--- src/rtl/tdm_pkg.sv ---
package tdm_pkg;
  localparam int SLOT_BITS_DEF = 64;
  localparam int SLOTS_DEF     = 4;
  localparam int HALF_DIV_DEF  = 4;

  typedef logic [1:0] frame_sel_t;

  // log2 of the number of windows selected, clipped to the supported maximum
  function automatic int slots_log(frame_sel_t sel, int max_log);
    int v;
    v = (sel > 2'd2) ? 2 : int'(sel);
    if (v > max_log) v = max_log;
    return v;
  endfunction
endpackage

--- src/rtl/tdm_sclk_gen.sv ---
module tdm_sclk_gen
  import tdm_pkg::*;
#(
  parameter int HALF_DIV = HALF_DIV_DEF
) (
  input  logic clk,
  input  logic rst_n,
  input  logic master,
  input  logic sclk_i,
  output logic sclk_o,
  output logic rise,
  output logic fall
);
  localparam int DIV_W = (HALF_DIV > 1) ? $clog2(HALF_DIV) : 1;

  logic [DIV_W-1:0] div_q, div_d;
  logic             sclk_q, sclk_d;
  logic             sq1_q, sq2_q;
  logic             tick;

  assign tick = (div_q == DIV_W'(HALF_DIV - 1));

  always_comb begin
    div_d  = div_q;
    sclk_d = sclk_q;
    if (master) begin
      div_d  = tick ? '0 : div_q + 1'b1;
      sclk_d = tick ? ~sclk_q : sclk_q;
    end
  end

  always_ff @(posedge clk or negedge rst_n) begin
    if (!rst_n) begin
      div_q  <= '0;
      sclk_q <= 1'b0;
      sq1_q  <= 1'b0;
      sq2_q  <= 1'b0;
    end else begin
      div_q  <= div_d;
      sclk_q <= sclk_d;
      sq1_q  <= sclk_i;
      sq2_q  <= sq1_q;
    end
  end

  assign sclk_o = master & sclk_q;
  assign rise   = master ? (tick & ~sclk_q) : (sq1_q & ~sq2_q);
  assign fall   = master ? (tick &  sclk_q) : (~sq1_q & sq2_q);

  a_r1_strobes_exclusive: assert property (@(posedge clk) disable iff (!rst_n)
    !(rise && fall));
  a_r1_rise_sets_clock: assert property (@(posedge clk) disable iff (!rst_n)
    (master && rise) |=> (sclk_o || !master));
endmodule

--- src/rtl/tdm_frame_ctr.sv ---
module tdm_frame_ctr
  import tdm_pkg::*;
#(
  parameter int SLOT_BITS = SLOT_BITS_DEF,
  parameter int SLOTS     = SLOTS_DEF
) (
  input  logic                                      clk,
  input  logic                                      rst_n,
  input  logic                                      master,
  input  frame_sel_t                                frame_sel,
  input  logic                                      rise,
  input  logic                                      fall,
  input  logic                                      fsync_i,
  output logic [$clog2(SLOT_BITS*SLOTS)-1:0]        cnt,
  output logic                                      fsync_o,
  output logic                                      frame_start,
  output logic                                      run
);
  localparam int CNT_W   = $clog2(SLOT_BITS * SLOTS);
  localparam int MAX_LOG = $clog2(SLOTS);

  logic [CNT_W-1:0] cnt_q, cnt_d, cnt_inc, last;
  logic             fs_q, fs_d, fso_q, fso_d;
  logic             seen_q, seen_d, run_q, run_d;
  logic             fs_src, fall_det, wrap;

  assign last     = CNT_W'((SLOT_BITS << slots_log(frame_sel, MAX_LOG)) - 1);
  assign wrap     = (cnt_q >= last);
  assign cnt_inc  = wrap ? '0 : cnt_q + 1'b1;
  assign fs_src   = master ? fso_q : fsync_i;
  assign fall_det = fall & fs_q & ~fs_src;
  assign frame_start = rise & wrap & seen_q;

  always_comb begin
    cnt_d  = cnt_q;
    fso_d  = fso_q;
    fs_d   = fs_q;
    seen_d = seen_q;
    run_d  = run_q;
    if (rise) begin
      cnt_d = cnt_inc;
      fso_d = master & (cnt_inc == last - CNT_W'(2));
    end
    if (!master) fso_d = 1'b0;
    if (fall) fs_d = fs_src;
    if (fall_det) begin
      cnt_d  = last - CNT_W'(1);
      seen_d = 1'b1;
    end
    if (frame_start) run_d = 1'b1;
  end

  always_ff @(posedge clk or negedge rst_n) begin
    if (!rst_n) begin
      cnt_q  <= '0;
      fso_q  <= 1'b0;
      fs_q   <= 1'b0;
      seen_q <= 1'b0;
      run_q  <= 1'b0;
    end else begin
      cnt_q  <= cnt_d;
      fso_q  <= fso_d;
      fs_q   <= fs_d;
      seen_q <= seen_d;
      run_q  <= run_d;
    end
  end

  assign cnt     = cnt_q;
  assign fsync_o = fso_q;
  assign run     = run_q;

  a_r2_marker_one_period: assert property (@(posedge clk) disable iff (!rst_n)
    (fsync_o && rise) |=> !fsync_o);
  a_r3_wrap_to_zero: assert property (@(posedge clk) disable iff (!rst_n)
    (rise && cnt_q == last && $stable(frame_sel)) |=> (cnt_q == '0));
  a_r4_realign_on_fall: assert property (@(posedge clk) disable iff (!rst_n)
    (fall_det && $stable(frame_sel)) |=> (cnt_q == last - CNT_W'(1)));
endmodule

--- src/rtl/tdm_slot_shift.sv ---
module tdm_slot_shift
  import tdm_pkg::*;
#(
  parameter int SLOT_BITS = SLOT_BITS_DEF,
  parameter int SLOTS     = SLOTS_DEF
) (
  input  logic                                clk,
  input  logic                                rst_n,
  input  logic [$clog2(SLOT_BITS*SLOTS)-1:0]  cnt,
  input  logic                                run,
  input  logic [$clog2(SLOTS)-1:0]            slot,
  input  logic                                frame_start,
  input  logic                                fall,
  input  logic                                sdin,
  input  logic [SLOT_BITS-1:0]                tx_word,
  output logic                                sdout_o,
  output logic                                sdout_oe,
  output logic [SLOT_BITS-1:0]                rx_word,
  output logic                                rx_valid
);
  localparam int CNT_W = $clog2(SLOT_BITS * SLOTS);
  localparam int OFS_W = $clog2(SLOT_BITS);

  logic [SLOT_BITS-1:0] tx_q, tx_d, sh_q, sh_d, rxw_q, rxw_d;
  logic                 val_q, val_d;
  logic [OFS_W-1:0]     ofs;
  logic                 in_slot, cap;

  assign ofs     = cnt[OFS_W-1:0];
  assign in_slot = run & (cnt[CNT_W-1:OFS_W] == slot);
  assign cap     = fall & in_slot;

  always_comb begin
    tx_d  = frame_start ? tx_word : tx_q;
    sh_d  = cap ? {sh_q[SLOT_BITS-2:0], sdin} : sh_q;
    rxw_d = rxw_q;
    val_d = 1'b0;
    if (cap && (ofs == {OFS_W{1'b1}})) begin
      rxw_d = {sh_q[SLOT_BITS-2:0], sdin};
      val_d = 1'b1;
    end
  end

  always_ff @(posedge clk or negedge rst_n) begin
    if (!rst_n) begin
      tx_q  <= '0;
      sh_q  <= '0;
      rxw_q <= '0;
      val_q <= 1'b0;
    end else begin
      tx_q  <= tx_d;
      sh_q  <= sh_d;
      rxw_q <= rxw_d;
      val_q <= val_d;
    end
  end

  assign sdout_oe = in_slot;
  assign sdout_o  = in_slot & tx_q[~ofs];
  assign rx_word  = rxw_q;
  assign rx_valid = val_q;

  a_r6_drive_needs_run: assert property (@(posedge clk) disable iff (!rst_n)
    sdout_oe |-> run);
  a_r7_strobe_single: assert property (@(posedge clk) disable iff (!rst_n)
    rx_valid |=> !rx_valid);
  a_r7_strobe_after_fall: assert property (@(posedge clk) disable iff (!rst_n)
    rx_valid |-> $past(fall));
endmodule

--- src/rtl/tdm_slot_port.sv ---
module tdm_slot_port
  import tdm_pkg::*;
#(
  parameter int HALF_DIV  = HALF_DIV_DEF,
  parameter int SLOT_BITS = SLOT_BITS_DEF,
  parameter int SLOTS     = SLOTS_DEF
) (
  input  logic                        clk,
  input  logic                        rst_n,
  input  logic                        cfg_master,
  input  logic [1:0]                  cfg_frame_sel,
  input  logic [$clog2(SLOTS)-1:0]    cfg_slot,
  input  logic [SLOT_BITS-1:0]        tx_word,
  output logic [SLOT_BITS-1:0]        rx_word,
  output logic                        rx_valid,
  input  logic                        sclk_i,
  output logic                        sclk_o,
  output logic                        sclk_oe,
  input  logic                        fsync_i,
  output logic                        fsync_o,
  output logic                        fsync_oe,
  input  logic                        sdin_i,
  output logic                        sdout_o,
  output logic                        sdout_oe
);
  localparam int CNT_W = $clog2(SLOT_BITS * SLOTS);

  logic             rise, fall, frame_start, run;
  logic [CNT_W-1:0] cnt;

  tdm_sclk_gen #(.HALF_DIV(HALF_DIV)) u_clk (
    .clk(clk), .rst_n(rst_n), .master(cfg_master), .sclk_i(sclk_i),
    .sclk_o(sclk_o), .rise(rise), .fall(fall)
  );

  tdm_frame_ctr #(.SLOT_BITS(SLOT_BITS), .SLOTS(SLOTS)) u_frm (
    .clk(clk), .rst_n(rst_n), .master(cfg_master), .frame_sel(cfg_frame_sel),
    .rise(rise), .fall(fall), .fsync_i(fsync_i), .cnt(cnt),
    .fsync_o(fsync_o), .frame_start(frame_start), .run(run)
  );

  tdm_slot_shift #(.SLOT_BITS(SLOT_BITS), .SLOTS(SLOTS)) u_shf (
    .clk(clk), .rst_n(rst_n), .cnt(cnt), .run(run), .slot(cfg_slot),
    .frame_start(frame_start), .fall(fall), .sdin(sdin_i), .tx_word(tx_word),
    .sdout_o(sdout_o), .sdout_oe(sdout_oe), .rx_word(rx_word), .rx_valid(rx_valid)
  );

  assign sclk_oe  = cfg_master;
  assign fsync_oe = cfg_master;

  a_r8_quiet_until_run: assert property (@(posedge clk) disable iff (!rst_n)
    !run |-> (!sdout_oe && !rx_valid));
endmodule

--- config.mk ---
export PLATFORM = sky130hd
export DESIGN_NAME = tdm_slot_port
export DESIGN_NICKNAME = d
export VERILOG_FILES = /design/src/rtl/tdm_pkg.sv /design/src/rtl/tdm_sclk_gen.sv /design/src/rtl/tdm_frame_ctr.sv /design/src/rtl/tdm_slot_shift.sv /design/src/rtl/tdm_slot_port.sv
export SDC_FILE = /design/constraint.sdc
export NUM_CORES = 1
export LEC_CHECK = 0
export BUFFER_PORTS_ARGS = -buffer_cell sky130_fd_sc_hd__buf_4
export CORE_ASPECT_RATIO = 0.8
export CORE_UTILIZATION = 61
export CTS_CLUSTER_DIAMETER = 150
export DETAILED_ROUTE_END_ITERATION = 10
export MAX_ROUTING_LAYER = met4
export PLACE_DENSITY_LB_ADDON = 0.25
export SETUP_SLACK_MARGIN = 0.1
export SLEW_MARGIN = 20
export SYNTH_ARGS = -nofsm -noshare
export SYNTH_HDL_FRONTEND = slang
export SYNTH_SLANG_ARGS = --single-unit
--- constraint.sdc ---
create_clock -name clk -period 3.5 [get_ports clk]
set_input_delay 0.175 -clock clk [delete_from_list [all_inputs] [get_ports clk]]
set_output_delay 0.175 -clock clk [all_outputs]
set_load 0.02 [all_outputs]
# Word-level counts from Yosys, hierarchy flattened
# Cells that the tools add are included.
# totals
regBits,209
in_bits,74
# op_classes
addsub,5
magnitude_cmp,4
eq_ne,5
shift,1
n_mux,14
n_bitwise,18
n_reduce_logical,3
# ops
cell,n
> comparator 32 x 3 -> 1 bit (second input constant),1
two-way mux 32 bit,1
<< shifter 7 x 32 -> 8 bit (first input constant),1
two-way mux 8 bit,3
subtractor 8 x 2 -> 8 bit (second input constant),2
AND 1 bit,13
adder 8 x 1 -> 8 bit (second input constant),1
== test 8 bit,1
>= comparator 8 bit,1
subtractor 8 x 1 -> 8 bit (second input constant),1
less-than comparator 6 x 7 -> 1 bit (second input constant),1
two-way mux 1 bit,7
binary-select mux 1 bit (select 6 bit),1
== test 6 bit (second input constant),1
NOT 6 bit,1
two-way mux 2 bit,2
NOT 1 bit,4
adder 2 x 1 -> 2 bit (second input constant),1
== test 2 bit,1
== test 2 bit (second input constant),1
> comparator 2 bit (second input constant),1
!= test 2 x 1 -> 1 bit (second input constant),1
AND reduction 2 bit,1
nonzero test 2 bit,1
logical AND 1 bit,1

# Depth between registers and ports, before layout
# logic_depth
word_depth,12
depth_mapped,8

# Hierarchy
# A second synthesis with hierarchy kept.
# hier_totals
hier_cells,580
area_unflattened_um2,8921.1
# by_module_without_submodules
module,n_inst,cells_per_inst,area_each_um2,seq_area_each_um2
tdm_slot_shift,1,473,7903.8,4804.6
tdm_frame_ctr,1,88,789.5,300.3
tdm_sclk_gen,1,17,212.7,125.1
tdm_slot_port,1,2,15.0,0.0

# Worst setup path before layout
# Ideal clock, no wire load.
# synth_path
kind,register to register
from,"register u_frm.cnt_q[7], in the netlist u_frm.cnt[7]"
to,register u_shf.tx_q[10]
setup_ps,125
arrival_ps,1958
required_time_ps,3375
slack_ps,1417
path_stages_with_launch,8
n_path_buf,2
path_cell_list,dfrtp_1 -> ha_1 -> nand2_1 -> o41ai_4 -> and3b_2 -> buf_12 -> buf_12 -> mux2_4
# synth_between
elab_chain_cells,3
# synth_lines
element,line,rtl
start: declaration,tdm_frame_ctr.sv:22,"logic [CNT_W-1:0] cnt_q, cnt_d, cnt_inc, last;"
start signal: assignment,tdm_frame_ctr.sv:61,cnt_q <= cnt_d;
>= comparator 8 bit,tdm_frame_ctr.sv:28,assign wrap = (cnt_q >= last);
AND 1 bit (2 in a row),tdm_frame_ctr.sv:32,assign frame_start = rise & wrap & seen_q;
end signal: assignment,tdm_slot_shift.sv:51,tx_q <= tx_d;
end: declaration,tdm_slot_shift.sv:24,"logic [SLOT_BITS-1:0] tx_q, tx_d, sh_q, sh_d, rxw_q, rxw_d;"
# Every way passes these cells.
# A chain may end at the register's enable or synchronous reset.

# Final worst setup path
# layout_path
from,"register u_frm.cnt_q[0], in the netlist u_frm.cnt[0]"
to,output port sdout_o
# layout_between
elab_chain_cells,4
# layout_lines
element,line,rtl
NOT 6 bit,tdm_slot_shift.sv:59,assign sdout_o = in_slot & tx_q[~ofs];
binary-select mux 1 bit (select 6 bit),tdm_slot_shift.sv:59,
two-way mux 1 bit (not written as such),tdm_slot_shift.sv:59,
AND 1 bit,tdm_slot_shift.sv:59,
end: declaration,tdm_slot_port.sv:23,"output logic sdout_o,"
# Every way passes these cells. The select of a mux whose other input is x is not followed.

==> impl_metrics.toml <==
[floorplan]
die_height_um = 110
dieArea_mm2 = 0.0152
ioPinCount = 145
core_area_mm2 = 0.0143
die_w_um = 137
start_util_pct = 62.6
num_rows = 39

[synth]
synth_flop_cell = "dfrtp_1"
synth_area_per_cell_um2 = 16.1
synthesis.area_mm2 = 0.00895
synth_common_cells = "209 x dfrtp_1, 122 x mux2_2, 49 x mux2_4"
netlist.area_leader.share_pct = 58.4
synth_cell_type_count = 45
synth_edf_count = 0
ys.warnings.count = 0
yosysMostFrequentCell = "dfrtp_1"
synth.area.top_cells = "dfrtp_1 58%, mux2_2 15%, mux2_4 8.2%, mux4_2 4.0%, mux2_1 2.8%"
async_flop_share_pct = 100
synth_top_area_cell = "dfrtp_1"
synth_cells = 555
ys_seq_area_share_pct = 58.4
syn-num-nets = 633
ys_ff_latch = 209

[global_route]
grt_pass1_vias = 5574
grt_busiest_layer = "met2"
antenna_found_initial = 1
grt_util_met3_pct = 4.66
grt_pass1_wl_um = 29400
use_met2_pct = 42.4
overflow = 0
grt_usage_pct = 26.5
met1_usage_pct = 34.7
grt_max_degree = 101

[critical_path]
critical_path.cell_chain = "buf_4 -> mux4_2 -> a221oi_1 -> o21ai_0 -> nand4_1 -> o21ai_0 -> buf_4"
required_ns = 3.32
cp-start-kind = "register"
crit_path_top_delay_cell = "mux4_2"
cp.arrival_ns = 2.63
critical_path_class = "reg -> out"
cpPeakStageDelay_ns = 0.57
endpoint_kind = "output pin"
cp_max_fo = 20

[placement]
gp_congestion = 0.798
dpl.hpwl_um = 11500
port_buffers = 144
dp_cells = 861

[clocking]
clock_path_buffers = 3
cts_tree = "done"
cts.reportedPaths.clkPinSlew_ns = 0.07
cts_inserted_buffers = 21
root_buffer = "clkbuf_16"
clkSinkCount = 209
cts_setup_buffers = 0
htree_num_levels = 1
insertion_delay_ns = 0.48

[sta]
fin_skew_ns = 0.00875
report.final.setup_viol = 0
max_freq_mhz = 356
tns_ns = 0
slew_headroom_pct = 46.1
finalHoldViolations = 0
worst_pin_slew_ns = 0.808
fin_crit_sh_pct = 80.3
rsz0062_at_grt = "no"
fin_crit_ns = 2.81
drv_slew = 0

[route]
drc_errors = 0
antenna_left = 0
viasPerCell = 5.53
drt-total-wl_um = 18700
wl_per_cell_um = 19.4
num_vias = 5340
dr.first_iter.drc_count = 347
dr.pass1.iters = 4

[power_and_ir_drop]
peakVddDrop_mv = 0.492
leakage_nw = 5.78
power_w = 0.00726
power.density_mw_per_mm2 = 631

[job]
maxCapViolations = 0

[cells_and_area]
nets = 845
utilization_pct = 80.4
layout-drive-gt1-share_pct = 49.7
syn_to_final_growth_pct = 28.4
stdcell_count = 966

[worst_hold_path]
hold_class = "in -> reg"

[outcome]
outcome = "completed"
-- stage by stage --
step	hold WS [ns]	setup slack, ns	instance area [um^2]
6_report	0.0179	0.691	11500
3_5_place_dp	0.287	0.884	10100
5_1_grt	0.0207	0.564	11500
3_3_place_gp	0.286	0.995	10100
4_1_cts	0.0108	0.652	11500
2_1_floorplan	-0.121	1.42	8950
-- cells in the final DEF (no fill, tap or decap), types with 3 or more instances in the layout --
master           n
a21oi_1          5
and2_1           3
and3_1           3
buf_12           5
buf_4          149
clkbuf_16       21
clkbuf_8         9
clkinv_2         3
dfrtp_1        209
dlygate4sd3_1   67
ha_1             4
inv_1            6
mux2_1          22
mux2_2         122
mux2_4          49
mux2i_1          6
mux4_2          16
nand2_1          8
nand3_1          5
nor2_1          10
nor3_1           3
o21ai_0          7
o311ai_0         4
or2_2            3
xnor2_1         10
-- sequential cells by signal, summed over array words and instances, names as in the netlist --
name            flops
u_clk.sclk_q        1
u_frm.cnt           8
u_shf.rx_valid      1
u_shf.rx_word      64
u_clk.sq2_q         1
u_frm.fsync_o       1
u_shf.tx_q         64
u_clk.sq1_q         1
u_frm.fs_q          1
u_shf.sh_q         63
u_clk.div_q         2
u_frm.seen_q        1
u_frm.run           1
-- final cells by class --
| class | instances | area (um^2) |
|---|---|---|
| sequential | 209 | 5230 |
| multi-input combinational | 305 | 3390 |
| fill | 784 | 2800 |
| timing repair buffer | 222 | 1900 |
| clock buffer | 31 | 643 |
| tap | 184 | 230 |
| clock inverter | 6 | 61.3 |
| inverter | 8 | 32.5 |
| antenna | 1 | 2.50 |
-- report_power, final --
part	switching (W)	internal, W	total (W)
registers	0.000326	0.00286	0.00318
clock network	0.000908	0.00135	0.00225
logic	0.000744	0.00108	0.00182
-- worst max-delay path, delay by kind of cell (launching register included) --
family / cells / cell delay [ns]
DFF: 1 / 0.36
buffers and inverters: 2 / 0.55
and+or+nand+nor: 1 / 0.11
muxes: 1 / 0.57
AOI/OAI and AO/OA: 3 / 0.56
-- path summary, 6_finish.rpt --
| check | start | endpoint | slack (ns) | depth (start not counted) |
|---|---|---|---|---|
| min in group asynchronous | rst_n | u_shf.sh_q[47]$_DFFE_PN0P_ | 0.34 | 2 |
| min | cfg_master | u_clk.sclk_q$_DFFE_PN0P_ | 0.02 | 3 |
| max in group asynchronous | rst_n | u_shf.sh_q[12]$_DFFE_PN0P_ | 2.21 | 3 |
| max | u_frm.cnt[0]$_DFFE_PN0P_ | sdout_o | 0.69 | 7 |
| min reg2reg | u_clk.sq1_q$_DFF_PN0_ | u_clk.sq2_q$_DFF_PN0_ | 0.41 | 0 |
| max reg2reg | u_frm.cnt[6]$_DFFE_PN0P_ | u_shf.tx_q[58]$_DFFE_PN0P_ | 0.82 | 6 |
-- cell families after synthesis --
kind of cell / Yosys count / synth area share, %
adder cells (fa/ha/maj): 4 / 0.559
AO/OA/AOI/OAI: 26 / 2.18
multiplexers: 215 / 31.0
XOR/XNOR: 10 / 0.978
buffers and inverters: 41 / 3.79
flip-flops: 209 / 58.4
AND/OR/NAND/NOR: 50 / 3.03
-- layer usage --
metal / share of wire (%) / routed length, um / up-vias
li1: - / - / 2430
met1: 43 / 8130 / 2731
met2: 49 / 9180 / 143
met3: 5.2 / 978 / 36
met4: 2.4 / 443 / 0
met5: 0 / 0 / -
-- timing repair --
item	in CTS	in global routing
hold endpoints to repair	164	0
gates resized for setup	0	0
hold buffers	67	0
(Power assumes the default switching activity.)
